===== config.mk =====
export PLATFORM = sky130hd
export DESIGN_NAME = quad_eval
export DESIGN_NICKNAME = d
export VERILOG_FILES = /design/src/rtl/quad_eval_pkg.sv /design/src/rtl/quad_ctrl.sv /design/src/rtl/quad_datapath.sv /design/src/rtl/quad_eval.sv
export SDC_FILE = /design/constraint.sdc
export NUM_CORES = 1
export LEC_CHECK = 0
export ABC_CLOCK_PERIOD_IN_PS = 6200
export CORE_MARGIN = 2
export CORE_UTILIZATION = 40
export CTS_CLUSTER_SIZE = 12
export DETAILED_ROUTE_END_ITERATION = 8
export HOLD_SLACK_MARGIN = 0.03
export PLACE_DENSITY = 0.7
export SLEW_MARGIN = 20
export SYNTH_ARGS = -nofsm -noshare
export SYNTH_HDL_FRONTEND = slang
export SYNTH_SLANG_ARGS = --single-unit

===== constraint.sdc =====
create_clock -name clk_i -period 6.2 [get_ports clk_i]
set_clock_uncertainty 0.05 [all_clocks]
set_input_delay 0.93 -clock clk_i [delete_from_list [all_inputs] [get_ports clk_i]]
set_output_delay 0.93 -clock clk_i [all_outputs]
set_load 0.02 [all_outputs]

===== src/rtl/quad_eval_pkg.sv =====
package quad_eval_pkg;

  typedef enum logic [2:0] {
    ST_IDLE = 3'd0,
    ST_SQ   = 3'd1,
    ST_LIN  = 3'd2,
    ST_QUAD = 3'd3,
    ST_DONE = 3'd4
  } state_e;

  typedef enum logic {MA_X = 1'b0, MA_XX = 1'b1} ma_sel_e;

  typedef enum logic [1:0] {
    MB_X = 2'd0,
    MB_A = 2'd1,
    MB_B = 2'd2
  } mb_sel_e;

  typedef enum logic {AB_C = 1'b0, AB_BXC = 1'b1} ab_sel_e;

  typedef struct packed {
    logic    ld_x;
    logic    ld_xx;
    logic    ld_bxc;
    logic    ld_y;
    ma_sel_e ma_sel;
    mb_sel_e mb_sel;
    ab_sel_e ab_sel;
  } ctl_t;

endpackage


===== src/rtl/quad_ctrl.sv =====
module quad_ctrl
  import quad_eval_pkg::*;
(
  input  logic clk_i,
  input  logic rst_ni,
  input  logic go_i,
  output ctl_t ctl_o,
  output logic done_o
);

  state_e state_q, state_d;

  always_ff @(posedge clk_i or negedge rst_ni) begin
    if (!rst_ni) state_q <= ST_IDLE;
    else         state_q <= state_d;
  end

  always_comb begin
    ctl_o   = '0;
    done_o  = 1'b0;
    state_d = state_q;
    unique case (state_q)
      ST_IDLE: if (go_i) begin
        ctl_o.ld_x = 1'b1;
        state_d    = ST_SQ;
      end
      ST_SQ: begin
        ctl_o.ma_sel = MA_X;
        ctl_o.mb_sel = MB_X;
        ctl_o.ld_xx  = 1'b1;
        state_d      = ST_LIN;
      end
      ST_LIN: begin
        ctl_o.ma_sel = MA_X;
        ctl_o.mb_sel = MB_B;
        ctl_o.ab_sel = AB_C;
        ctl_o.ld_bxc = 1'b1;
        state_d      = ST_QUAD;
      end
      ST_QUAD: begin
        ctl_o.ma_sel = MA_XX;
        ctl_o.mb_sel = MB_A;
        ctl_o.ab_sel = AB_BXC;
        ctl_o.ld_y   = 1'b1;
        state_d      = ST_DONE;
      end
      ST_DONE: begin
        done_o  = 1'b1;
        state_d = ST_IDLE;
      end
      default: state_d = ST_IDLE;
    endcase
  end

endmodule


===== src/rtl/quad_datapath.sv =====
module quad_datapath
  import quad_eval_pkg::*;
#(
  parameter int N = 8
) (
  input  logic             clk_i,
  input  logic             rst_ni,
  input  ctl_t             ctl_i,
  input  logic [N-1:0]     x_i,
  input  logic [N-1:0]     a_i,
  input  logic [N-1:0]     b_i,
  input  logic [N-1:0]     c_i,
  output logic [3*N:0]     y_o
);

  localparam int SW = 2 * N;   // square width
  localparam int PW = 3 * N;   // product width
  localparam int W  = PW + 1;  // result width

  logic [N-1:0]  x_q, a_q, b_q, c_q;
  logic [SW-1:0] xx_q;
  logic [W-1:0]  bxc_q, y_q;

  logic [SW-1:0] mul_a;
  logic [N-1:0]  mul_b;
  logic [PW-1:0] prod;
  logic [W-1:0]  add_b, sum;

  // operand capture on accept
  always_ff @(posedge clk_i or negedge rst_ni) begin
    if (!rst_ni) begin
      x_q <= '0;
      a_q <= '0;
      b_q <= '0;
      c_q <= '0;
    end else if (ctl_i.ld_x) begin
      x_q <= x_i;
      a_q <= a_i;
      b_q <= b_i;
      c_q <= c_i;
    end
  end

  // operand steering
  assign mul_a = (ctl_i.ma_sel == MA_XX) ? xx_q : {{N{1'b0}}, x_q};

  always_comb begin
    case (ctl_i.mb_sel)
      MB_X:    mul_b = x_q;
      MB_A:    mul_b = a_q;
      MB_B:    mul_b = b_q;
      default: mul_b = '0;
    endcase
  end

  assign add_b = (ctl_i.ab_sel == AB_BXC) ? bxc_q : W'(c_q);

  // shared operators
  assign prod = PW'(mul_a) * PW'(mul_b);
  assign sum  = W'(prod) + add_b;

  always_ff @(posedge clk_i or negedge rst_ni) begin
    if (!rst_ni) begin
      xx_q  <= '0;
      bxc_q <= '0;
      y_q   <= '0;
    end else begin
      if (ctl_i.ld_xx)  xx_q  <= prod[SW-1:0];
      if (ctl_i.ld_bxc) bxc_q <= sum;
      if (ctl_i.ld_y)   y_q   <= sum;
    end
  end

  assign y_o = y_q;

endmodule


===== src/rtl/quad_eval.sv =====
module quad_eval
  import quad_eval_pkg::*;
#(
  parameter int N = 8
) (
  input  logic         clk_i,
  input  logic         rst_ni,
  input  logic         go_i,
  input  logic [N-1:0] x_i,
  input  logic [N-1:0] a_i,
  input  logic [N-1:0] b_i,
  input  logic [N-1:0] c_i,
  output logic [3*N:0] y_o,
  output logic         done_o
);

  ctl_t ctl;

  quad_ctrl u_ctrl (
    .clk_i  (clk_i),
    .rst_ni (rst_ni),
    .go_i   (go_i),
    .ctl_o  (ctl),
    .done_o (done_o)
  );

  quad_datapath #(.N(N)) u_dp (
    .clk_i  (clk_i),
    .rst_ni (rst_ni),
    .ctl_i  (ctl),
    .x_i    (x_i),
    .a_i    (a_i),
    .b_i    (b_i),
    .c_i    (c_i),
    .y_o    (y_o)
  );

endmodule


==> metrics.md, run 1 <==
| Metric | Value |
|---|---|
| Status | finished, violations left |
| Violated checks | negative setup slack |
| CTS max path bufs | 2 |
| CTS H-tree lvls | 3 |
| Synth Area in Simple Gates | 0.183 |
| Worst Setup Start Kind | flip-flop |
| Synth Area in XOR/XNOR | 0.0302 |
| Layout Nets | 1481 |
| Worst hold slack | 0.427 ns |
| Avg WL per Cell | 17.9 um |
| Unrepaired setup endpoints after global routing | true |
| Distinct cell type count after synthesis | 77 |
| WP data required | 6.39 ns |
| Drt total wl | 29000 um |
| Initial antenna violation count | 0 |
| Routed Antenna Nets | 0 |
| Via count | 8849 |
| Vias in the first global route | 8976 |
| CTS root buf | clkbuf_16 |
| Tcrit/Tclk final | 1.05 |
| Largest family of logic cells by synthesized area | adder cells |
| Clk pin slew, worst setup/hold paths | 0.08 ns |
| Synthesized flop and latch total | 101 |
| PnR worst setup slack | -0.290 ns |
| Max-slew headroom | 0.323 |
| Largest net degree at the start of global routing | 73 |
| Crit Path Max Fanout | 7 |
| Most common cell after layout, fill and taps aside | buf_4 |
| Gr ovfl total | 0 |
| Clock latency on the worst-skew pair | 0.38 ns |
| Worst R2R Setup Slack | -0.29 ns |
| Synthesis warning total | 0 |
| Post-Syn Nets | 1272 |
| Final core utilization | 0.551 |
| CTS tree | yes |
| Final setup fails | 24 |
| Post-synth EDFFs | 0 |
| Initial cell density of the core | 0.406 |
| Die area | 25900 um2 |
| Complex-gate fraction of the synthesized area | 0.127 |
| Fillcell total | 2059 |
| Layout area overhead | 35.6% |
| WS Path Type | reg2reg |
| Most frequent cells in the layout | buf_4, nand2_1, nor2_1 |
| Register area share after synthesis | 0.257 |
| # DRC | 0 |
| I/O pins | 61 |
| Worst hold path class | in2async |
| Syn Area/Cell | 9.09 um2 |
| MaxCap Viol Count | 0 |
| Die Ht | 161 um |
| Multiplexer share of the synthesized area | 0.0747 |
| Pin slew with the least headroom to its limit | 1.01 ns |
| Placer Congestion | 0.943 |
| Most used DFF post-synth | dfrtp_1 |
| Num rows | 57 |
| Port Buffers | 60 |
| F_max | 0.154 GHz |
| Final Cell Area | 13400 um2 |
| N_diodes | 0 |
| Synth Cell Area | 9850 um2 |
| Pre-antenna DRT Iters | 5 |
| Clock Sinks | 101 |
| Post-place instance area | 12000 um2 |
| Synth Area in Adders | 0.259 |
| Die W | 161 um |
| Dpl hpwl | 21000 um |
| Layout cells sized above 1 | 0.324 |
| First-pass GRT wire length | 46000 um |
| Min cycle time layout | 6.49 ns |
| Final Hold Fails | 0 |
| Mapped Cells | 1084 |
| Critical Path Sink Type | flip-flop |
| Via density | 5.46 |
| CTS Buf Count | 9 |
| Slew Viols, Final | 0 |
| GRT Overall Usage | 0.222 |
| Asr flop ratio synth | 1.00 |
| Crit path DAT | 6.68 ns |
| CORE AREA | 24200 um2 |
| Drt first-iter violations | 591 |
==> registers in the layout, summed over array words and instances, names as in the netlist <==
| signal | count |
|---|---|
| u_dp.a_q | 8 |
| u_dp.b_q | 8 |
| u_dp.c_q | 8 |
| u_dp.y_o | 25 |
| u_ctrl.state_q | 3 |
| u_dp.x_q | 8 |
| u_dp.bxc_q | 25 |
| u_dp.xx_q | 16 |
==> kinds of logic (layout without fill, tap and decap cells) <==
| group | count (synthesis) | count (layout) |
|---|---|---|
| simple gates | 381 | 381 |
| compound gates | 190 | 190 |
| buf+inv | 158 | 372 |
| fa+ha+maj | 153 | 153 |
| flops | 101 | 101 |
| mux | 67 | 67 |
| xor+xnor | 34 | 34 |
==> repair_timing <==
item,CTS,global route
endpoints found under the setup margin,26,32
gates resized for setup,58,113
hold buffers,0,0
cloned,2,3
buffers inserted,15,16
pin swaps,30,54
==> through the flow <==
step	setup TNS, ns	std cells	worst slack, ns
2_1_floorplan	-0.0184	1084	-0.00597
3_3_place_gp	-2.60	1570	-0.225
3_5_place_dp	-3.95	1570	-0.324
4_1_cts	-1.74	1603	-0.160
5_1_grt	-10.13	1622	-0.525
6_report	-3.82	1622	-0.290
==> critical path, stage by stage (launching register included) <==
cell and delay [ns]:
dfrtp_1 0.39, nor2b_4 0.23, nand2_8 0.09, inv_8 0.10, mux2i_4 0.35, buf_4 0.18
nor2_1 0.05, fa_1 0.45, fa_1 0.56, fa_1 0.46, fa_1 0.51, ha_4 0.32
buf_4 0.10, nand4_1 0.19, nor2_4 0.21, nor3b_4 0.06, buf_4 0.16, a21oi_4 0.15
mux2i_1 0.25, o2111ai_2 0.18, ha_4 0.33, and3_4 0.19, buf_6 0.10, nand2_2 0.05
a211o_1 0.31, mux2i_1 0.21, o311ai_2 0.13
==> Yosys cell counts, types with 3 or more instances <==
| cell | n | area (um2) |
|---|---|---|
| nand2_1 | 120 | 450 |
| ha_1 | 68 | 851 |
| xor2_1 | 16 | 140 |
| o21ai_0 | 48 | 240 |
| nand3_1 | 17 | 85.1 |
| nand4b_1 | 3 | 26.3 |
| o31ai_1 | 3 | 22.5 |
| fa_1 | 85 | 1700 |
| o2111ai_1 | 4 | 35.0 |
| inv_1 | 99 | 372 |
| xnor2_1 | 18 | 158 |
| nand2b_1 | 3 | 18.8 |
| and4_1 | 3 | 26.3 |
| o311ai_1 | 4 | 35.0 |
| a211oi_1 | 5 | 37.5 |
| or2_2 | 3 | 18.8 |
| a31oi_1 | 4 | 25.0 |
| o21bai_1 | 5 | 37.5 |
| nor3b_1 | 4 | 30.0 |
| o21ai_1 | 9 | 45.0 |
| buf_6 | 4 | 45.0 |
| a21o_1 | 21 | 158 |
| buf_1 | 3 | 11.3 |
| dfrtp_1 | 101 | 2530 |
| or3_1 | 6 | 37.5 |
| nor2_1 | 121 | 454 |
| nor2b_1 | 5 | 31.3 |
| a21oi_1 | 50 | 250 |
| mux2_2 | 46 | 518 |
| clkbuf_8 | 4 | 55.1 |
| a211o_1 | 5 | 43.8 |
| buf_2 | 16 | 80.1 |
| and2_1 | 5 | 31.3 |
| nand4_1 | 42 | 263 |
| o211ai_1 | 4 | 30.0 |
| and3_1 | 25 | 156 |
| clkbuf_1 | 30 | 113 |
| nor3_1 | 10 | 50.1 |
| mux2i_1 | 19 | 190 |
==> worst paths after layout <==
| check | start | to | cells after the start |
|---|---|---|---|
| worst max-delay path | u_ctrl.state_q[1] | u_dp.y_o[23] | 26 |
| worst max register to register | u_ctrl.state_q[1] | u_dp.y_o[23] | 26 |
| worst min-delay path | rst_ni | u_dp.y_o[23] | 1 |
| min in group clk_i | u_dp.bxc_q[9] | u_dp.bxc_q[9] | 2 |
| max in group asynchronous | rst_ni | u_ctrl.state_q[0] | 2 |
| worst min register to register | u_dp.bxc_q[9] | u_dp.bxc_q[9] | 2 |
==> final cells by class <==
type	instances	area, um2	share of cell area
Inverter	100	383	0.0287
Timing Repair Buffer	256	2200	0.165
Tap cell	324	405	0.0304
Clock buffer	10	229	0.0171
Clock inverter	6	78.8	0.00590
Multi-Input combinational cell	825	7530	0.564
Sequential cell	101	2530	0.189
==> routing by layer <==
metal / part of all wire / GRT usage / vias to the layer above
li1: - / - / 4125
met1: 0.43 / 0.294 / 4378
met2: 0.49 / 0.370 / 275
met3: 0.050 / 0.0266 / 71
met4: 0.035 / 0.0950 / 0
met5: 0 / 0 / -
Power of run 1 is not shown: default switching activity piles up to over one toggle a cycle in this logic, so the estimate is an artifact.
==> run 2: changes to the inputs <==
==> constraint.sdc (replaced) <==
create_clock -name clk_i -period 6.2 [get_ports clk_i]
set_clock_uncertainty 0.05 [all_clocks]
set_input_delay 1.86 -clock clk_i [delete_from_list [all_inputs] [get_ports clk_i]]
set_output_delay 1.86 -clock clk_i [all_outputs]
set_load 0.02 [all_outputs]
==> run 2 against run 1 <==
Compared with the run above: global-route usage up 0.47 points; hold slack got worse by 0.0024 ns; cell count rose by 0.62%; die area unchanged; utilization rose by 1.3 points; flip-flop and latch count unchanged; worst setup slack worse by 0.017 ns; first-iteration DRC count up 6.1%; the run still ends with negative setup slack left; cell area up 2.4%; count of clock-buffer cells in the layout unchanged; critical endpoint is now u_dp.bxc_q[23].
==> metrics.md, run 2 (same netlist as run 1, synthesis figures left out) <==
| Metric | Value |
|---|---|
| Via count | 8989 (+1.6%) |
| Dpl hpwl | 20600 um (-2.1%) |
| Tcrit/Tclk final | 1.05 (+0.00271) |
| Pre-antenna DRT Iters | 6 (+1) |
| Clk pin slew, worst setup/hold paths | 0.07 ns (about the same) |
| Port Buffers | 60 (unchanged) |
| Final Hold Fails | 0 (unchanged) |
| DP Worst Slack | -0.329 ns (-0.00464 ns) |
| Avg WL per Cell | 18.6 um (+4.2%) |
| Placer Congestion | 0.982 (+4.1%) |
| WP data required | 6.38 ns (about the same) |
| CTS tree | yes |
| Layout cells sized above 1 | 0.337 (+0.0136) |
| I/O pins | 61 (unchanged) |
| Drt total wl | 30400 um (+4.8%) |
| Initial cell density of the core | 0.406 (unchanged) |
| TNS Setup | -5.33 ns (-1.51 ns) |
| Status | finished, violations left |
| Clock latency on the worst-skew pair | 0.37 ns (about the same) |
| WS Path Type | reg2reg |
| Die area | 25900 um2 (unchanged) |
| Layout Nets | 1491 (+0.68%) |
| Violated checks | negative setup slack |
| Crit path DAT | 6.68 ns (about the same) |
| Drt first-iter violations | 627 (+6.1%) |
| Worst path max stage delay | 0.53 ns (-0.03 ns) |
| CTS max path bufs | 2 (unchanged) |
| Critical Path Sink Type | flip-flop |
| # DRC | 0 (unchanged) |
| R2R cell count | 30 (+15%) |
| Hold depth | 2 |
| Worst hold path class | reg2reg |
| CTS Buf Count | 9 (unchanged) |
| CTS H-tree lvls | 3 (unchanged) |
| PnR worst setup slack | -0.307 ns (-0.0168 ns) |
| Via density | 5.51 (+0.96%) |
| MaxCap Viol Count | 0 (unchanged) |
| Routed Antenna Nets | 0 (unchanged) |
| Num rows | 57 (unchanged) |
| Die Ht | 161 um (unchanged) |
| CTS root buf | clkbuf_16 |
| Vias in the first global route | 9110 (+1.5%) |
| Largest net degree at the start of global routing | 59 (-19%) |
| First-pass GRT wire length | 47000 um (+2.3%) |
| Min cycle time layout | 6.51 ns (+0.0168 ns) |
| GRT Overall Usage | 0.227 (+0.00475) |
| Layout area overhead | 38.8% |
| N_diodes | 0 (unchanged) |
| Final setup fails | 24 (unchanged) |
| Most frequent cells in the layout | buf_4, nand2_1, nor2_1 |
| Clock Sinks | 101 (unchanged) |
| Crit Path Max Fanout | 14 (+7) |
| CORE AREA | 24200 um2 (unchanged) |
| Hold_buf cts | 0 (unchanged) |
| Worst Setup Start Kind | flip-flop |
| Gr ovfl total | 0 (unchanged) |
| Unrepaired setup endpoints after global routing | true |
| F_max | 0.154 GHz (-0.26%) |
| Initial antenna violation count | 0 (unchanged) |
| Slowest-stage cell, CP | fa_1 |
| Slew Viols, Final | 0 (unchanged) |
| Die W | 161 um (unchanged) |
| Pin slew with the least headroom to its limit | 1.05 ns (+0.0409 ns) |
| Max-slew headroom | 0.296 (-0.0274) |
| Most common cell after layout, fill and taps aside | buf_4 |
[run 2: cell types whose count changed in the layout (fill, tap and decap cells not counted), moves of 7 or more]
cell     previous run  this run
buf_4             172       181
nor2_2             16         8
ha_1               54        47
o21ai_0            32        25
[run 2: area by class of cell]
type                       count  area [um2]
fill                        1979       10600
tap                          324         405
timing repair buffer         266        2300
inverter                     100         388
sequential                   101        2530
multi-input combinational    825        7720
clock inverter                 6        80.1
clock buffer                  10         239
[run 2: layer usage]
| metal | track usage | wire (um) | up-vias |
|---|---|---|---|
| li1 | - | - | 4142 |
| met1 | 0.300 | 12900 | 4445 |
| met2 | 0.387 | 14800 | 324 |
| met3 | 0.0287 | 1560 | 78 |
| met4 | 0.0767 | 1150 | 0 |
| met5 | 0 | 0 | - |
[run 2: path summary, 6_finish.rpt]
path	from	slack, ns	end
max	u_ctrl.state_q[1]	-0.31	u_dp.bxc_q[23]
min	u_dp.bxc_q[8]	0.42	u_dp.bxc_q[8]
max reg2reg	u_ctrl.state_q[1]	-0.31	u_dp.bxc_q[23]
min reg2reg	u_dp.bxc_q[8]	0.42	u_dp.bxc_q[8]
max in group asynchronous	rst_ni	3.78	u_ctrl.state_q[0]
min in group asynchronous	rst_ni	1.41	u_dp.bxc_q[22]
[run 2: per-stage QoR]
step / instances / instance area, um2 / utilization / hold slack [ns]
6_report: 1632 / 13700 / 0.564 / 0.425
5_1_grt: 1632 / 13700 / 0.564 / 0.460
4_1_cts: 1602 / 12800 / 0.527 / 0.429
3_5_place_dp: 1563 / 11900 / 0.492 / 0.412
3_3_place_gp: 1563 / 11900 / 0.492 / 0.404
2_1_floorplan: 1084 / 10100 / - / 0.390
[run 2: worst max-delay path: cells and delay by family (launching register included)]
family / cells / cell delay [ns]
AO/OA/AOI/OAI: 7 / 1.35
buffers and inverters: 9 / 0.99
flip-flops: 1 / 0.40
XOR/XNOR: 1 / 0.10
adder cells (fa/ha/maj): 6 / 2.60
AND/OR/NAND/NOR: 6 / 0.70
multiplexers: 1 / 0.15
[run 2: repair_timing]
item,CTS,global route
pin swaps,56,88
gates cloned,1,1
setup buffers,22,31
gates resized for setup,80,130
endpoints found under the setup margin,26,32
Power of run 2 is left out for the same reason.
